## src/rtl/hidkey_pkg.sv

```systemverilog
package hidkey_pkg;

    localparam int NUM_KEYS = 3;
    localparam int CODE_W   = 16;
    localparam int RPT_W    = NUM_KEYS * CODE_W;

    typedef logic [NUM_KEYS-1:0] key_vec_t;
    typedef logic [CODE_W-1:0]   usage_t;
    typedef logic [RPT_W-1:0]    report_t;

    typedef enum logic [1:0] {
        KEY_MUTE  = 2'd0,
        KEY_VOLUP = 2'd1,
        KEY_VOLDN = 2'd2
    } key_id_e;

    typedef struct packed {
        logic    valid;
        report_t data;
    } rpt_hold_t;

    function automatic usage_t usage_code(input int idx);
        usage_t code;
        case (idx)
            int'(KEY_MUTE):  code = 16'hE209;
            int'(KEY_VOLUP): code = 16'hE909;
            int'(KEY_VOLDN): code = 16'hEA09;
            default:         code = '0;
        endcase
        return code;
    endfunction

    // Slot order follows key index, which is also the priority order.
    function automatic report_t pack_report(input key_vec_t keys);
        report_t r;
        int      slot;
        r    = '0;
        slot = 0;
        for (int i = 0; i < NUM_KEYS; i++) begin
            if (keys[i]) begin
                r[slot*CODE_W +: CODE_W] = usage_code(i);
                slot++;
            end
        end
        return r;
    endfunction

endpackage

```

## src/rtl/hidkey_debounce.sv

```systemverilog
module hidkey_debounce #(
    parameter int STABLE_TICKS = 4
) (
    input  logic clk,
    input  logic rst,
    input  logic tick_i,
    input  logic raw_i,
    output logic level_o
);
    localparam int CNT_W = (STABLE_TICKS < 2) ? 1 : $clog2(STABLE_TICKS);
    localparam logic [CNT_W-1:0] LAST = CNT_W'(STABLE_TICKS - 1);

    logic [1:0]       sync_q;
    logic [CNT_W-1:0] agree_q;

    always_ff @(posedge clk) begin
        if (rst) begin
            sync_q  <= '0;
            agree_q <= '0;
            level_o <= 1'b0;
        end else begin
            sync_q <= {sync_q[0], raw_i};
            if (tick_i) begin
                if (sync_q[1] == level_o) begin
                    agree_q <= '0;
                end else if (agree_q == LAST) begin
                    level_o <= sync_q[1];
                    agree_q <= '0;
                end else begin
                    agree_q <= agree_q + 1'b1;
                end
            end
        end
    end

    // the filtered level moves only on a frame-tick sample
    assert_change_on_tick_R4: assert property (@(posedge clk) disable iff (rst)
        (level_o != $past(level_o)) |-> $past(tick_i));

    // the agreement count never runs past the window
    assert_window_bound_R4: assert property (@(posedge clk) disable iff (rst)
        agree_q <= LAST);

endmodule

```

## src/rtl/hidkey_interval.sv

```systemverilog
module hidkey_interval #(
    parameter int INTERVAL_TICKS = 32
) (
    input  logic clk,
    input  logic rst,
    input  logic tick_i,
    output logic boundary_o
);
    localparam int CNT_W = (INTERVAL_TICKS < 2) ? 1 : $clog2(INTERVAL_TICKS);
    localparam logic [CNT_W-1:0] LAST = CNT_W'(INTERVAL_TICKS - 1);

    logic [CNT_W-1:0] tick_cnt_q;

    always_ff @(posedge clk) begin
        if (rst) begin
            tick_cnt_q <= '0;
            boundary_o <= 1'b0;
        end else begin
            boundary_o <= 1'b0;
            if (tick_i) begin
                if (tick_cnt_q == LAST) begin
                    tick_cnt_q <= '0;
                    boundary_o <= 1'b1;
                end else begin
                    tick_cnt_q <= tick_cnt_q + 1'b1;
                end
            end
        end
    end

    // a boundary is always caused by a frame tick
    assert_boundary_after_tick_R5: assert property (@(posedge clk) disable iff (rst)
        boundary_o |-> $past(tick_i));

    // boundaries are single-cycle pulses
    assert_boundary_pulse_R5: assert property (@(posedge clk) disable iff (rst)
        boundary_o |=> !boundary_o);

endmodule

```

## src/rtl/hidkey_report_hold.sv

```systemverilog
module hidkey_report_hold
    import hidkey_pkg::*;
(
    input  logic     clk,
    input  logic     rst,
    input  key_vec_t keys_i,
    input  logic     boundary_i,
    input  logic     ack_i,
    output logic     valid_o,
    output report_t  data_o
);
    rpt_hold_t hold_q;
    logic      release_pend_q;

    always_ff @(posedge clk) begin
        if (rst) begin
            hold_q         <= '0;
            release_pend_q <= 1'b0;
        end else if (hold_q.valid) begin
            if (ack_i) begin
                hold_q.valid <= 1'b0;
            end
        end else if (boundary_i) begin
            if (keys_i != '0) begin
                hold_q.valid   <= 1'b1;
                hold_q.data    <= pack_report(keys_i);
                release_pend_q <= 1'b1;
            end else if (release_pend_q) begin
                hold_q.valid   <= 1'b1;
                hold_q.data    <= '0;
                release_pend_q <= 1'b0;
            end
        end
    end

    assign valid_o = hold_q.valid;
    assign data_o  = hold_q.data;

    // a pending report is frozen until acknowledged
    assert_hold_until_ack_R6: assert property (@(posedge clk) disable iff (rst)
        (valid_o && !ack_i) |=> (valid_o && $stable(data_o)));

    // a new report appears only right after a boundary
    assert_rise_on_boundary_R5: assert property (@(posedge clk) disable iff (rst)
        $rose(valid_o) |-> $past(boundary_i));

    // slots fill from the bottom, so an empty slot 0 means an empty report
    assert_slots_packed_R3: assert property (@(posedge clk) disable iff (rst)
        (valid_o && data_o[CODE_W-1:0] == '0) |-> (data_o == '0));

    // two zero reports never come back to back
    assert_single_release_R7: assert property (@(posedge clk) disable iff (rst)
        ($rose(valid_o) && data_o == '0) |-> !(release_pend_q));

endmodule

```

## src/rtl/hidkey_reporter.sv

```systemverilog
module hidkey_reporter
    import hidkey_pkg::*;
#(
    parameter int STABLE_TICKS   = 4,
    parameter int INTERVAL_TICKS = 32
) (
    input  logic                       clk,
    input  logic                       rst,
    input  logic                       frame_tick,
    input  logic [NUM_KEYS-1:0]        key_raw,
    input  logic                       ep_ack,
    output logic                       rpt_valid,
    output logic [NUM_KEYS*CODE_W-1:0] rpt_data
);
    key_vec_t key_stable;
    logic     boundary;
    report_t  data_int;

    for (genvar k = 0; k < NUM_KEYS; k++) begin : g_key
        hidkey_debounce #(
            .STABLE_TICKS(STABLE_TICKS)
        ) u_deb (
            .clk    (clk),
            .rst    (rst),
            .tick_i (frame_tick),
            .raw_i  (key_raw[k]),
            .level_o(key_stable[k])
        );
    end

    hidkey_interval #(
        .INTERVAL_TICKS(INTERVAL_TICKS)
    ) u_interval (
        .clk       (clk),
        .rst       (rst),
        .tick_i    (frame_tick),
        .boundary_o(boundary)
    );

    hidkey_report_hold u_hold (
        .clk       (clk),
        .rst       (rst),
        .keys_i    (key_stable),
        .boundary_i(boundary),
        .ack_i     (ep_ack),
        .valid_o   (rpt_valid),
        .data_o    (data_int)
    );

    assign rpt_data = data_int;

endmodule

```

## config.mk

```make
export PLATFORM = sky130hd
export DESIGN_NAME = hidkey_reporter
export DESIGN_NICKNAME = d
export VERILOG_FILES = /design/src/rtl/hidkey_pkg.sv /design/src/rtl/hidkey_debounce.sv /design/src/rtl/hidkey_interval.sv /design/src/rtl/hidkey_report_hold.sv /design/src/rtl/hidkey_reporter.sv
export SDC_FILE = /design/constraint.sdc
export NUM_CORES = 1
export LEC_CHECK = 0
export BUFFER_PORTS_ARGS = -buffer_cell sky130_fd_sc_hd__buf_2
export CAP_MARGIN = 20
export CORE_MARGIN = 3
export CORE_UTILIZATION = 45
export CTS_CLUSTER_DIAMETER = 60
export DETAILED_ROUTE_END_ITERATION = 16
export GPL_TIMING_DRIVEN = 0
export PLACE_DENSITY = 0.84
export SYNTH_ARGS = -nofsm -noshare
export SYNTH_HDL_FRONTEND = slang
export SYNTH_HIERARCHICAL = 1
export SYNTH_SLANG_ARGS = --single-unit
```

## constraint.sdc

```tcl
create_clock -name clk -period 1.65 [get_ports clk]
set_input_delay 0.33 -clock clk [delete_from_list [all_inputs] [get_ports clk]]
set_output_delay 0.33 -clock clk [all_outputs]
set_load 0.05 [all_outputs]
```

# After elaboration in Yosys (flattened, before gate mapping)
# Index checks and enable logic that the tools add are counted.
dict set report op_classes {
  n_addsub 7
  mul 0
  n_div 0
  n_lt_le_gt_ge 0
  eq_ne 7
  shift 4
  mux 47
  bitwise 5
  n_reduce_logical 8
}
# operator count
set op_table {}
lappend op_table {{48-bit two-way mux} 6}
lappend op_table {{28-bit two-way mux} 9}
lappend op_table {{16-bit two-way mux} 15}
lappend op_table {{49-bit two-way mux} 3}
lappend op_table {{48-bit bitwise mux} 2}
lappend op_table {{16-bit by 33-bit variable shift with 48-bit output, first input constant} 2}
lappend op_table {{16-bit by 33-bit variable part select with 48-bit output} 2}
lappend op_table {{32-bit negation with 33-bit output} 2}
lappend op_table {{28-bit by 2-bit adder with 28-bit output, second input constant} 1}
lappend op_table {{2-bit two-way mux} 6}
lappend op_table {{3-bit AND reduction} 4}
lappend op_table {{2-bit by 1-bit adder with 2-bit output, second input constant} 3}
lappend op_table {{2-bit == test, second input constant} 3}
lappend op_table {{5-bit by 1-bit adder with 5-bit output, second input constant} 1}
lappend op_table {{5-bit == test, second input constant} 1}
lappend op_table {{1-bit two-way mux} 5}
lappend op_table {{5-bit two-way mux} 1}
lappend op_table {{1-bit inverter} 5}
lappend op_table {{1-bit == test} 3}
lappend op_table {{3-bit nonzero test} 1}
lappend op_table {{2-bit AND reduction} 1}
lappend op_table {{2-bit nonzero test} 1}
lappend op_table {{2-bit OR reduction} 1}
dict set report word_totals {
  regBits 71
  latch_bits 0
  ram_bits 0
  romBits 0
  input_bits 7
  output_inout_bits 49
  word_cells 92
  memories 0
}

# Longest topological paths before layout
dict set report logic_depth {
  depth_word 18
  ltp_mapped 6
  mapped_depth_nobuf 6
}

# Cells and area by module
# Netlist, hierarchy kept.
# mod n_inst cells_each area_each_um2 seq_area_each_um2
set by_module_without_submodules {}
lappend by_module_without_submodules {hidkey_report_hold 1 102 818.3 200.2}
lappend by_module_without_submodules {hidkey_debounce 3 18 196.4 100.1}
lappend by_module_without_submodules {hidkey_interval 1 29 264.0 120.1}

# Worst setup path before layout
# Ideal clock, no wire load.
dict set report synth_path {
  path_type {reg2reg}
  from {register u_interval.tick_cnt_q[0]}
  to {register u_interval.tick_cnt_q[3]}
  setup_time_ps 70
  arrival_time_ps 1491
  required_ps 1580
  path_slack_ps 90
  stages_incl_launch_ff 6
  n_path_buf 0
  synth_period_minus_slack_ps 1560
  cell_sequence {dfxtp_1 ha_1 and3_1 ha_1 or4_1 a21oi_1}
}
dict set report synth_between {
  elab_chain_len 2
  elab_cells_between_ends 3
  classes_between {add/sub (1); eq/ne (1); mux (1)}
}
# element line_no
set synth_lines {}
lappend synth_lines {{start: declaration} hidkey_interval.sv:12} ;# logic [CNT_W-1:0] tick_cnt_q;
lappend synth_lines {{start signal: assignment} hidkey_interval.sv:25} ;# tick_cnt_q <= tick_cnt_q + 1'b1;
lappend synth_lines {{5-bit by 1-bit adder with 5-bit output or 5-bit == test (tied branches)} {hidkey_interval.sv:25, hidkey_interval.sv:21}}
lappend synth_lines {{5-bit two-way mux *} hidkey_interval.sv:21} ;# if (tick_cnt_q == LAST) begin
# Mark *: on every way between the ends. The rest lies on a longest branch, timed or not.
# A chain may end at the register's enable or synchronous reset.

# Worst setup path in the final report
# Same ends and word-level chain as after synthesis.

==> results by group <==
Timing
  – Fmax: 0.6366 GHz
  – Fin crit period: 1.571 ns
  – Fin. Hold Viols: 0
  – Crit share post-route: 0.9521
  – Final max-slew violation count: 0
  – Setup_tns: 0 ns
  – Setup violators final: 0
  – Final clock skew: 0.001752 ns

Clock network
  – Setup Buffers After CTS: 0
  – Total CTS buffers: 5
  – Root cell of the clock tree: clkbuf_8
  – CTS sink cnt: 31
  – Reg clk slew, reported paths: 0.06 ns
  – Clock buffer depth: 2
  – Clk_lat worst skew: 0.28 ns
  – CTS tree: done
  – Post-CTS Hold Buffers: 0
  – H-Tree Level Count: 2

Worst setup path
  – WP data arrival: 1.78 ns
  – Critical Path Fanout Max: 6
  – Crit end category: register
  – Critical Path Max Stage Delay: 0.47 ns
  – Slowest cell on crit path: or4_4
  – Critical path class: register to register
  – Cell Chain, Critical Path: ha_1 > and3_4 > ha_4 > or4_4 > a21oi_2
  – CP required: 1.86 ns
  – CP startpoint kind: register

Layout
  – # diodes: 0
  – Post-route cell area: 0.002102 mm^2
  – Most frequent cells in the layout: buf_4, buf_2, dfxtp_1, conb_1, a21oi_1
  – Area grow syn2layout: 25.75%
  – Nets@finish: 263
  – Commonest non-fill, non-tap cell in the layout: buf_4
  – Layout cells sized above 1: 0.3806
  – Fillers: 319

Placement
  – Number of port buffers: 30
  – HPWL Detailed: 1969 um
  – Placed cell area: 0.001969 mm^2
  – GP Congestion: 0.7669

Yosys
  – Mean post-synth cell area: 9.036 um^2
  – Mux cell area share after synthesis: 0.01871
  – YS warnings: 6
  – Post-synth cell types: 29
  – Compound-Gate Fraction of Synth Area: 0.1377
  – Simple-gate share of the synthesized area: 0.1751
  – Yosys reg bits: 31
  – Main combinational cell family by area after synthesis: buffers and inverters
  – Post-synthesis sequential area ratio: 0.3713
  – Synth Instances: 185
  – Synthesized cell area: 0.001672 mm^2
  – XOR/XNOR share of the synthesized area: 0.01572
  – Adder-cell area share of the yosys netlist: 0.07485

Die
  – Die Width: 66.95 um
  – Row count: 21
  – I/O pin count: 56
  – Die Area: 0.004482 mm^2
  – Starting Density: 0.4820
  – Die height: 66.95 um
  – Core box area: 0.003468 mm^2

GRT
  – Vias in the first global route: 1030
  – First-pass GRT wire length: 4367 um
  – Grt ovf: 0
  – Pin count of the biggest net entering global routing: 29
  – Antenna violations before repair: 0
  – Total track usage: 0.1301

Detailed routing
  – Final ANT Viol Nets: 0
  – Vias per std cell: 4.478
  – DR iter-0 viols: 35
  – Vias: 1312
  – DRC viols: 0
  – Final WL: 2791 um
  – DR WL/cell: 9.526 um
  – Pre-antenna DRT Iters: 4

Power
  – Comb power frac: 0.140
  – Sequential Power Share: 0.472
  – Switch share: 0.2617
  – Leakage power: 1.021 nW
  – Worst VDD drop: 582.2 uV
  – Pwr Density: 776.9 mW/mm^2
  – Psw: 0.4273 mW
  – Clk network pwr share: 0.388
  – Internal power: 1.206 mW

Flow run
  – Maxcap violations: 0

Outcome
  – Status: completed

Hold path
  – HP Class: input pin to register
[routing by layer]
metal | vias up | track usage | wire (um)
li1 | 689 | - | -
met1 | 578 | 0.1364 | 1137
met2 | 41 | 0.2178 | 1381
met3 | 4 | 0.04722 | 238
met4 | 0 | 0.08354 | 34
met5 | - | 0 | 0
[state kept, by name, indices dropped and copies added, names as in the netlist]
signal                 cells
g_key.u_deb/agree_q        6
g_key.u_deb/level_o        3
g_key.u_deb/sync_q         6
u_hold/data_o              8
u_hold/release_pend_q      1
u_hold/valid_o             1
u_interval/boundary_o      1
u_interval/tick_cnt_q      5
[repair_timing]
| action | 4_1_cts | 5_1_grt |
|---|---|---|
| endpoints found under the setup margin | 0 | 4 |
| endpoints found under the hold margin | 0 | 0 |
| resized for setup | 0 | 7 |
[power groups by stage]
stage          clock (mW)  combinational [mW]  sequential, mW
4_1_cts             0.657               0.225           0.770
3_5_place_dp            0               0.225           0.786
5_1_grt             0.703               0.244           0.772
3_3_place_gp            0               0.223           0.785
6_report            0.634               0.228           0.770
2_1_floorplan           0               0.200           0.784
[logic make-up after synthesis]
logic type | after synthesis
DFF | 31
other | 1
muxes | 3
buffers and inverters | 50
AOI/OAI and AO/OA | 39
and+or+nand+nor | 48
xor gates and xnor gates | 3
adders and majority gates | 10
[final timing paths]
| kind | startpoint | endpoint | slack, ns | cells after the start |
|---|---|---|---|---|
| min reg2reg | g_key[1].u_deb/sync_q[0] | g_key[1].u_deb/sync_q[1] | 0.44 | 1 |
| min | key_raw[0] | g_key[0].u_deb/sync_q[0] | 0.26 | 2 |
| max reg2reg | u_interval/tick_cnt_q[0] | u_interval/tick_cnt_q[3] | 0.08 | 5 |
| max | u_interval/tick_cnt_q[0] | u_interval/tick_cnt_q[3] | 0.08 | 5 |
[worst max-delay path: cells and delay by family (launching register included)]
family	cells	cell delay, ns
and+or+nand+nor	2	0.66
adders and majority gates	2	0.39
DFF	1	0.34
AOI/OAI and AO/OA	1	0.11
[layout make-up]
| type | instances | area (um^2) | share of cell area |
|---|---|---|---|
| sequential | 31 | 621.8 | 0.2958 |
| clock buffer | 8 | 100.1 | 0.04762 |
| inverter | 6 | 22.52 | 0.01071 |
| timing repair buffer | 30 | 150.1 | 0.07143 |
| buffer | 44 | 319.1 | 0.1518 |
| tap | 46 | 57.56 | 0.02738 |
| multi-input combinational | 128 | 830.8 | 0.3952 |
[cells in the mapped netlist]
library cell	count	share of area
o32ai_1	3	0.016
inv_2	1	0.0022
and3_1	1	0.0037
nor2b_1	10	0.037
nor4bb_1	1	0.0060
a21bo_2	3	0.018
ha_1	10	0.075
nor3b_1	3	0.013
or4b_1	3	0.018
nand2b_1	4	0.015
or3b_2	3	0.016
o31ai_1	3	0.013
a21oi_1	16	0.048
nor3b_2	1	0.0075
nand2_1	7	0.016
xnor2_1	3	0.016
mux2_2	1	0.0067
inv_1	5	0.011
a31oi_1	1	0.0037
buf_4	40	0.18
or4_1	1	0.0045
o21ai_0	13	0.039
nand3_1	9	0.027
dfxtp_1	31	0.37
nor2_1	5	0.011
buf_1	1	0.0022
mux2i_1	2	0.012
conb_1	1	0.0022
buf_2	3	0.0090
[per-stage QoR]
stage	setup slack [ns]	utilization	total power, mW	std cells	hold WS [ns]
2_1_floorplan	0.08965	-	0.9844	209	0.3991
3_3_place_gp	0.02659	0.5678	1.008	285	0.4181
3_5_place_dp	0.003649	0.5678	1.012	285	0.4242
4_1_cts	0.003813	0.5967	1.652	293	0.2507
5_1_grt	-0.01371	0.6061	1.718	293	0.2649
6_report	0.07908	0.6061	1.633	293	0.2586
No activity file was read; power rests on OpenSTA's default activity.
